## src/rtl/pdf_pkg.sv

```systemverilog
package pdf_pkg;

  typedef enum logic [2:0] {
    OP_IDLE   = 3'd0,
    OP_FLUSH  = 3'd1,
    OP_PD_WR  = 3'd2,
    OP_PD_RD  = 3'd3,
    OP_REG_WR = 3'd4,
    OP_REG_RD = 3'd5
  } op_e;

  // One served access per clock, bytes already placed in transfer order.
  typedef struct packed {
    op_e        kind;
    logic       two;     // two bytes in this access
    logic       to_cmd;  // command phase active
    logic [7:0] b0;      // first byte in transfer order
    logic [7:0] b1;      // second byte in transfer order
  } req_t;

endpackage

```

## src/rtl/pdf_req_decode.sv

```systemverilog
module pdf_req_decode
  import pdf_pkg::*;
(
  input  logic        flush,
  input  logic        pd_wr,
  input  logic        pd_rd,
  input  logic        pd_wide,
  input  logic [15:0] pd_wdata,
  input  logic        reg_wr,
  input  logic        reg_rd,
  input  logic [7:0]  reg_wdata,
  input  logic        cmd_phase,
  output req_t        req
);

  // Fixed priority: flush, pd write, pd read, reg write, reg read.
  always_comb begin
    req        = '0;
    req.kind   = OP_IDLE;
    req.to_cmd = cmd_phase;
    if (flush) begin
      req.kind = OP_FLUSH;
    end else if (pd_wr) begin
      req.kind = OP_PD_WR;
      req.two  = pd_wide;
      req.b0   = pd_wide ? pd_wdata[15:8] : pd_wdata[7:0];
      req.b1   = pd_wdata[7:0];
    end else if (pd_rd) begin
      req.kind = OP_PD_RD;
      req.two  = pd_wide;
    end else if (reg_wr) begin
      req.kind = OP_REG_WR;
      req.b0   = reg_wdata;
    end else if (reg_rd) begin
      req.kind = OP_REG_RD;
    end
  end

endmodule

```

## src/rtl/pdf_data_fifo.sv

```systemverilog
module pdf_data_fifo
  import pdf_pkg::*;
#(
  parameter int DEPTH = 16
) (
  input  logic                       clk,
  input  logic                       rst,
  input  req_t                       req,
  input  logic                       tc_zero,
  output logic [$clog2(DEPTH):0]     wr_ptr,
  output logic [$clog2(DEPTH):0]     rd_ptr,
  output logic [7:0]                 reg_rdata,
  output logic [15:0]                pd_rdata,
  output logic                       done,
  output logic                       reg_ovr
);

  localparam int AW = $clog2(DEPTH);
  localparam int PW = AW + 1;
  localparam logic [PW-1:0] FULL = PW'(DEPTH);
  localparam logic [PW-1:0] LAST = PW'(DEPTH - 1);

  logic [7:0] mem [DEPTH];

  logic          dw_reg, dw_pd, pd_wr_any, rd_pd, rd_reg;
  logic          we0, we1, re0, re1, drain;
  logic [PW-1:0] p1, wn, q1, qn;
  logic [7:0]    rbyte0, rbyte1, g0, g1;
  logic          done_n, ovr_n;

  always_comb begin
    pd_wr_any = (req.kind == OP_PD_WR);
    dw_pd     = pd_wr_any && !req.to_cmd;
    dw_reg    = (req.kind == OP_REG_WR) && !req.to_cmd;
    rd_pd     = (req.kind == OP_PD_RD);
    rd_reg    = (req.kind == OP_REG_RD);

    // write side: register path stops one entry short, pd path at the end
    we0   = dw_pd ? (wr_ptr < FULL) : (dw_reg && (wr_ptr < LAST));
    p1    = wr_ptr + PW'(we0);
    we1   = dw_pd && req.two && (p1 < FULL);
    wn    = p1 + PW'(we1);
    ovr_n = dw_reg && !(wr_ptr < LAST);

    // read side
    re0    = (rd_pd || rd_reg) && (rd_ptr < wr_ptr);
    q1     = rd_ptr + PW'(re0);
    re1    = rd_pd && req.two && (q1 < wr_ptr);
    qn     = q1 + PW'(re1);
    drain  = (rd_pd || rd_reg) && (qn == wr_ptr);
    rbyte0 = mem[rd_ptr[AW-1:0]];
    rbyte1 = mem[q1[AW-1:0]];
    g0     = re0 ? rbyte0 : 8'h00;
    g1     = re1 ? rbyte1 : 8'h00;

    done_n = (pd_wr_any && (tc_zero || (wn == FULL))) || (rd_pd && drain);
  end

  // storage without reset so it maps onto plain RAM cells
  always_ff @(posedge clk) begin
    if (we0) mem[wr_ptr[AW-1:0]] <= req.b0;
    if (we1) mem[p1[AW-1:0]]     <= req.b1;
  end

  always_ff @(posedge clk) begin
    if (rst) begin
      wr_ptr    <= '0;
      rd_ptr    <= '0;
      reg_rdata <= '0;
      pd_rdata  <= '0;
      done      <= 1'b0;
      reg_ovr   <= 1'b0;
    end else begin
      done    <= done_n;
      reg_ovr <= ovr_n;
      if (req.kind == OP_FLUSH) begin
        wr_ptr <= '0;
        rd_ptr <= '0;
      end else if (dw_pd || dw_reg) begin
        wr_ptr <= wn;
      end else if (rd_pd || rd_reg) begin
        if (drain) begin
          wr_ptr <= '0;
          rd_ptr <= '0;
        end else begin
          rd_ptr <= qn;
        end
      end
      if (rd_pd) pd_rdata <= req.two ? {g0, g1} : {8'h00, g0};
      if (rd_reg && re0) reg_rdata <= rbyte0;
    end
  end

  // pointer ordering is an invariant of every operation
  p_ptr_order_r3: assert property (@(posedge clk) disable iff (rst)
    (rd_ptr <= wr_ptr) && (wr_ptr <= FULL));

  p_reg_overrun_r2: assert property (@(posedge clk) disable iff (rst)
    (req.kind == OP_REG_WR && !req.to_cmd && wr_ptr >= LAST)
      |=> (reg_ovr && $stable(wr_ptr)));

  p_wide_write_r4: assert property (@(posedge clk) disable iff (rst)
    (req.kind == OP_PD_WR && !req.to_cmd && req.two && wr_ptr <= FULL - 2)
      |=> (wr_ptr == $past(wr_ptr) + PW'(2)));

  p_pd_drain_r7: assert property (@(posedge clk) disable iff (rst)
    (req.kind == OP_PD_RD) |=> (done == (wr_ptr == '0 && rd_ptr == '0)));

  p_flush_r10: assert property (@(posedge clk) disable iff (rst)
    (req.kind == OP_FLUSH) |=> (wr_ptr == '0 && rd_ptr == '0 && !reg_ovr));

endmodule

```

## src/rtl/pdf_cmd_buf.sv

```systemverilog
module pdf_cmd_buf
  import pdf_pkg::*;
#(
  parameter int DEPTH = 32
) (
  input  logic                   clk,
  input  logic                   rst,
  input  req_t                   req,
  input  logic                   clr,
  input  logic [$clog2(DEPTH)-1:0] raddr,
  output logic [$clog2(DEPTH):0] len,
  output logic [7:0]             rdata,
  output logic                   ovr
);

  localparam int AW = $clog2(DEPTH);
  localparam int LW = AW + 1;
  localparam logic [LW-1:0] FULL = LW'(DEPTH);

  logic [7:0] mem [DEPTH];

  logic          wr, we0, we1, ovr_n;
  logic [LW-1:0] l1, ln;

  always_comb begin
    wr    = req.to_cmd && !clr &&
            (req.kind == OP_PD_WR || req.kind == OP_REG_WR);
    we0   = wr && (len < FULL);
    l1    = len + LW'(we0);
    we1   = wr && req.two && (l1 < FULL);
    ln    = l1 + LW'(we1);
    ovr_n = wr && (!(len < FULL) || (req.two && !(l1 < FULL)));
  end

  // read-first synchronous port, two write lanes
  always_ff @(posedge clk) begin
    if (we0) mem[len[AW-1:0]] <= req.b0;
    if (we1) mem[l1[AW-1:0]]  <= req.b1;
    rdata <= mem[raddr];
  end

  always_ff @(posedge clk) begin
    if (rst) begin
      len <= '0;
      ovr <= 1'b0;
    end else begin
      ovr <= ovr_n;
      if (clr) len <= '0;
      else     len <= ln;
    end
  end

  p_cmd_bound_r9: assert property (@(posedge clk) disable iff (rst)
    len <= FULL);

  p_cmd_overrun_r9: assert property (@(posedge clk) disable iff (rst)
    (wr && len == FULL) |=> (ovr && len == FULL));

  p_cmd_clear_r10: assert property (@(posedge clk) disable iff (rst)
    clr |=> (len == '0));

endmodule

```

## src/rtl/pdma_byte_fifo.sv

```systemverilog
module pdma_byte_fifo
  import pdf_pkg::*;
#(
  parameter int DATA_DEPTH = 16,
  parameter int CMD_DEPTH  = 32,
  localparam int DAW = $clog2(DATA_DEPTH),
  localparam int CAW = $clog2(CMD_DEPTH)
) (
  input  logic           clk,
  input  logic           rst,
  input  logic           cmd_phase,
  input  logic           tc_zero,
  input  logic           flush,
  input  logic           reg_wr,
  input  logic           reg_rd,
  input  logic [7:0]     reg_wdata,
  output logic [7:0]     reg_rdata,
  output logic           reg_overrun,
  input  logic           pd_wr,
  input  logic           pd_rd,
  input  logic           pd_wide,
  input  logic [15:0]    pd_wdata,
  output logic [15:0]    pd_rdata,
  output logic           pd_done,
  input  logic           cmd_clr,
  input  logic [CAW-1:0] cmd_raddr,
  output logic [7:0]     cmd_rdata,
  output logic [CAW:0]   cmd_len,
  output logic           cmd_overrun,
  output logic [DAW:0]   wr_ptr,
  output logic [DAW:0]   rd_ptr
);

  req_t req;

  pdf_req_decode u_dec (
    .flush     (flush),
    .pd_wr     (pd_wr),
    .pd_rd     (pd_rd),
    .pd_wide   (pd_wide),
    .pd_wdata  (pd_wdata),
    .reg_wr    (reg_wr),
    .reg_rd    (reg_rd),
    .reg_wdata (reg_wdata),
    .cmd_phase (cmd_phase),
    .req       (req)
  );

  pdf_data_fifo #(.DEPTH(DATA_DEPTH)) u_data (
    .clk       (clk),
    .rst       (rst),
    .req       (req),
    .tc_zero   (tc_zero),
    .wr_ptr    (wr_ptr),
    .rd_ptr    (rd_ptr),
    .reg_rdata (reg_rdata),
    .pd_rdata  (pd_rdata),
    .done      (pd_done),
    .reg_ovr   (reg_overrun)
  );

  pdf_cmd_buf #(.DEPTH(CMD_DEPTH)) u_cmd (
    .clk   (clk),
    .rst   (rst),
    .req   (req),
    .clr   (cmd_clr),
    .raddr (cmd_raddr),
    .len   (cmd_len),
    .rdata (cmd_rdata),
    .ovr   (cmd_overrun)
  );

  // a flush in the same cycle as a write must leave the FIFO empty
  p_flush_wins_r11: assert property (@(posedge clk) disable iff (rst)
    (flush && (reg_wr || pd_wr)) |=> (wr_ptr == '0 && !reg_overrun));

endmodule

```

## config.mk

```make
export PLATFORM = sky130hd
export DESIGN_NAME = pdma_byte_fifo
export DESIGN_NICKNAME = d
export VERILOG_FILES = /design/src/rtl/pdf_pkg.sv /design/src/rtl/pdf_req_decode.sv /design/src/rtl/pdf_data_fifo.sv /design/src/rtl/pdf_cmd_buf.sv /design/src/rtl/pdma_byte_fifo.sv
export SDC_FILE = /design/constraint.sdc
export NUM_CORES = 1
export LEC_CHECK = 0
export BUFFER_PORTS_ARGS = -buffer_cell sky130_fd_sc_hd__buf_2
export CORE_MARGIN = 5
export CORE_UTILIZATION = 40
export CTS_CLUSTER_SIZE = 24
export DETAILED_ROUTE_END_ITERATION = 10
export PLACE_DENSITY_LB_ADDON = 0.15
export SYNTH_ARGS = -nofsm -noshare
export SYNTH_HDL_FRONTEND = slang
export SYNTH_SLANG_ARGS = --single-unit
```

## constraint.sdc

```tcl
create_clock -name clk -period 12.5 [get_ports clk]
set_input_delay 1.875 -clock clk [delete_from_list [all_inputs] [get_ports clk]]
set_output_delay 1.875 -clock clk [all_outputs]
set_load 0.05 [all_outputs]
```

==> impl_summary.txt <==
----------------------------------------------------
[Global routing]
  GRT Resource Usage Total ... 0.211
  Vias in the first global route ... 15568
  Global-route congestion overflow total ... 0
  Wire length of the first global-routing pass ... 105000 um
  Maximum number of pins on one net before global-route repair ... 65
  Antenna violations before repair ... 1

[Yosys]
  Cells taking the most area after synthesis ... edfxtp_1 (47%), mux2i_1 (17%), mux4_2 (13%)
  Unique cell type count in the Yosys netlist ... 70
  Predominant post-synthesis flop cell ... edfxtp_1
  Count leader, synth ... mux2i_1
  Number of synthesized register bits ... 439
  Top-area cell type share of the netlist area ... 0.472
  EDFF count, synth ... 384
  Synth Instances ... 1705
  Share of synthesized registers carrying an async set or reset ... 0
  Cell area after technology mapping ... 24400 um^2
  Count of synthesis-stage warnings from yosys ... 0
  Leading post-synthesis cells by instance count ... mux2i_1 (403), edfxtp_1 (384), mux4_2 (136)
  Sequential cell area fraction in the yosys report ... 0.517
  Avg Inst Size Synth ... 14.3 um^2
  Synth Net Count ... 1765
  Post-synthesis cell type with the largest combined area ... edfxtp_1

[Critical path]
  CP required ... 13010 ps
  Type of destination of the critical path ... flip-flop
  Worst reg2reg startpoint ... u_data.wr_ptr[1]$_SDFFE_PP0P_
  Startpoint type of the worst setup path ... primary input
  Worst-case reg-to-reg path depth ... 22
  RR Endpoint ... u_data.wr_ptr[2]$_SDFFE_PP0P_
  Setup CP Type ... primary input to flip-flop
  Data arrival time of the critical path ... 8560 ps
  Largest fanout of any net on the critical path ... 17
  Internal reg-to-reg setup slack ... 5260 ps

[Floorplanning]
  Die area ... 66100 um^2
  Number of rows created at floorplan ... 90
  Starting utilization of the core area ... 0.404
  Die outline width ... 257 um
  Die boundary height ... 257 um
  Top Ports ... 91
  CORE AREA ... 60400 um^2

[Finish]
  Antenna cells ... 0
  Number of cells in the finished layout apart from fillers ... 2539
  Count of nets after finishing ... 1775
  Proportion of layout cells with a drive suffix above 1 ... 0.264
  Area growth syn-to-layout ... 11.2%

[Routing]
  First-pass DRT Iterations ... 5
  Total DRC errors in the routed layout ... 0
  Via Count ... 15216
  Antenna-violating nets left ... 0
  Final wirelength ... 71200 um
  Wirelength per Cell ... 28.0 um
  Iteration-0 DRC Markers ... 1080
  Vias per cell ... 5.99

[Timing]
  RSZ-0062 raised after global routing ... false
  Fin. max-slew vios ... 0
  Maximum clock skew at final layout ... 40.1 ps
  Least-Margin Pin Slew ... 1320 ps
  Number of hold violations in the final report ... 0
  Minimum hold slack ... 475 ps
  Maximum clock frequency ... 124 MHz
  Final worst-path cycle share ... 0.644
  Number of setup violations in the final report ... 0
  Sum of negative setup slack ... 0 ps
  Rel. slew slack ... 0.122
  Final critical-path required period ... 8050 ps

[Hold path]
  Min-Delay Path Depth ... 2
  Worst Hold Launch ... u_data.reg_rdata[4]$_SDFFE_PP0P_
  Hold Path Sink ... u_data.reg_rdata[4]$_SDFFE_PP0P_
  Worst hold-check path type ... flip-flop to flip-flop

[CTS]
  TritonCTS clock tree ... done
  Buffer depth of the longest clock path ... 3
  Number of sinks handled by clock tree synthesis ... 439
  TritonCTS Buffers ... 51
  CTS clk-pin slew, worst paths ... 60 ps
  Postcts setup bufs ... 0
  H-tree Lvls ... 2
  Clock root buffer master ... clkbuf_16
  Clk_lat worst skew ... 610 ps
  Number of buffers added to fix hold violations after cts ... 0
  Count of instances resized after the clock tree is built ... 0

[Power]
  Logic gate share of total power ... 0.066
  Sequential cell fraction of total power ... 0.478
  Static power due to leakage ... 10.0 nW
  Fraction of power consumed by the clock network ... 0.455
  Switching power as a share of total power ... 0.235
  Int Pwr ... 2.57 mW
  Total power per unit cell area ... 124 nW/um^2
  Net switching power of the design ... 0.789 mW
  Maximum vdd drop ... 0.000102 V

[Flow run]
  Number of max-capacitance violations reported ... 0

[Placement]
  Half-perimeter wire length after placement ... 47800 um
  Placed insts ... 2444
  Last weighted congestion value of the routability-driven placer ... 0.902
  Quantity of I/O buffers inserted on ports ... 90

[Run status]
  Run status ... finished clean

----------------------------------------------------
==> how the worst max path moves through the flow <==
| stage | slack [ps] | from | end |
|---|---|---|---|
| after detailed placement | 3950 | pd_wr | u_data.wr_ptr[2]$_SDFFE_PP0P_ |
| after global placement | 4250 | pd_wr | flip-flop |
| after floorplan | 5980 | flush | u_data.wr_ptr[2]$_SDFFE_PP0P_ |
| final | 4450 | pd_wr | u_data.wr_ptr[2]$_SDFFE_PP0P_ |
| after global routing | 3810 | pd_wr | u_data.wr_ptr[2]$_SDFFE_PP0P_ |
| after CTS | 4570 | pd_wr | u_data.wr_ptr[2]$_SDFFE_PP0P_ |
==> registers in the layout (all words and copies together) (netlist names), named ones only <==
signal,cells
u_data.mem,128
u_data.wr_ptr,5
u_cmd.len,6
u_data.pd_rdata,16
u_cmd.ovr,1
u_cmd.rdata,8
u_data.rd_ptr,5
u_data.done,1
u_data.reg_rdata,8
u_cmd.mem,256
u_data.reg_ovr,1
==> placed cells by master (no fill, tap or decap), drive strengths merged, types with 4 or more instances in the layout <==
cell    count
mux2i     403
edfxtp    384
mux4      136
buf       135
nand2      84
clkbuf     65
o21ai      59
dfxtp      55
nor2       41
nand3      40
o211ai     34
mux2       32
a21oi      27
clkinv     23
and2       22
ha         20
o22ai      18
nor3       17
xnor2      16
or2        14
inv        14
o21bai     13
nand2b      9
a22oi       8
a21o        8
a32oi       8
a311oi      8
xor2        8
nor2b       7
nor4        6
or3         5
nand3b      4
o31ai       4
==> critical path: stages <==
cell	delay [ps]
buf_2	220
nor2_1	460
o21ai_1	390
a211oi_2	920
ha_1	410
ha_2	350
xnor2_2	340
inv_1	220
ha_1	330
a21o_1	160
a21oi_1	480
o21ai_0	150
nor2_1	160
ha_1	200
ha_1	210
xnor2_1	200
xnor2_1	190
nor4_1	70
mux2i_1	760
o211ai_1	230
a31oi_1	220
==> cell type report <==
type | count | area [um^2]
Fill cell | 5377 | 33200
Sequential cell | 439 | 12600
Multi-Input combinational cell | 1077 | 11000
Clock buffer | 65 | 1490
Tap cell | 782 | 978
Timing Repair Buffer | 135 | 791
Clock inverter | 30 | 231
Inverter | 11 | 41.3
==> power by group through the flow <==
stage	logic, mW	clock network [mW]	registers (mW)
finish	0.223	1.53	1.60
global route	0.239	1.61	1.60
CTS	0.224	1.56	1.60
detailed placement	0.224	0	1.63
global placement	0.220	0	1.64
floorplan	0.134	0	1.65
==> routing by layer <==
layer	part of all wire	global-route usage	wire [um]	vias up
met5	0.00015	0	11	-
met4	0.028	0.0620	1990	2
met3	0.047	0.0265	3330	113
met2	0.50	0.362	35600	457
met1	0.43	0.282	30300	7934
li1	-	-	-	6710
==> per-stage QoR <==
| stage | total power [mW] | utilization | setup slack, ps | cell area, um^2 |
|---|---|---|---|---|
| 6_report | 3.35 | 0.450 | 4450 | 27100 |
| 5_1_grt | 3.45 | 0.450 | 3810 | 27100 |
| 4_1_cts | 3.39 | 0.450 | 4570 | 27100 |
| 3_5_place_dp | 1.86 | 0.421 | 3950 | 25400 |
| 3_3_place_gp | 1.86 | 0.421 | 4250 | 25400 |
| 2_1_floorplan | 1.78 | - | 5980 | 24400 |
==> cell families (layout without fill, tap and decap cells) <==
| kind of cell | after synthesis | after routing | synth area share |
|---|---|---|---|
| buffers and inverters | 189 | 241 | 0.0342 |
| AND/OR/NAND/NOR | 260 | 260 | 0.0678 |
| flip-flops | 439 | 439 | 0.517 |
| multiplexers | 571 | 571 | 0.305 |
| adder cells (fa/ha/maj) | 20 | 20 | 0.0103 |
| XOR/XNOR | 25 | 25 | 0.0101 |
| AO/OA/AOI/OAI | 201 | 201 | 0.0546 |
(Power assumes the default switching activity.)
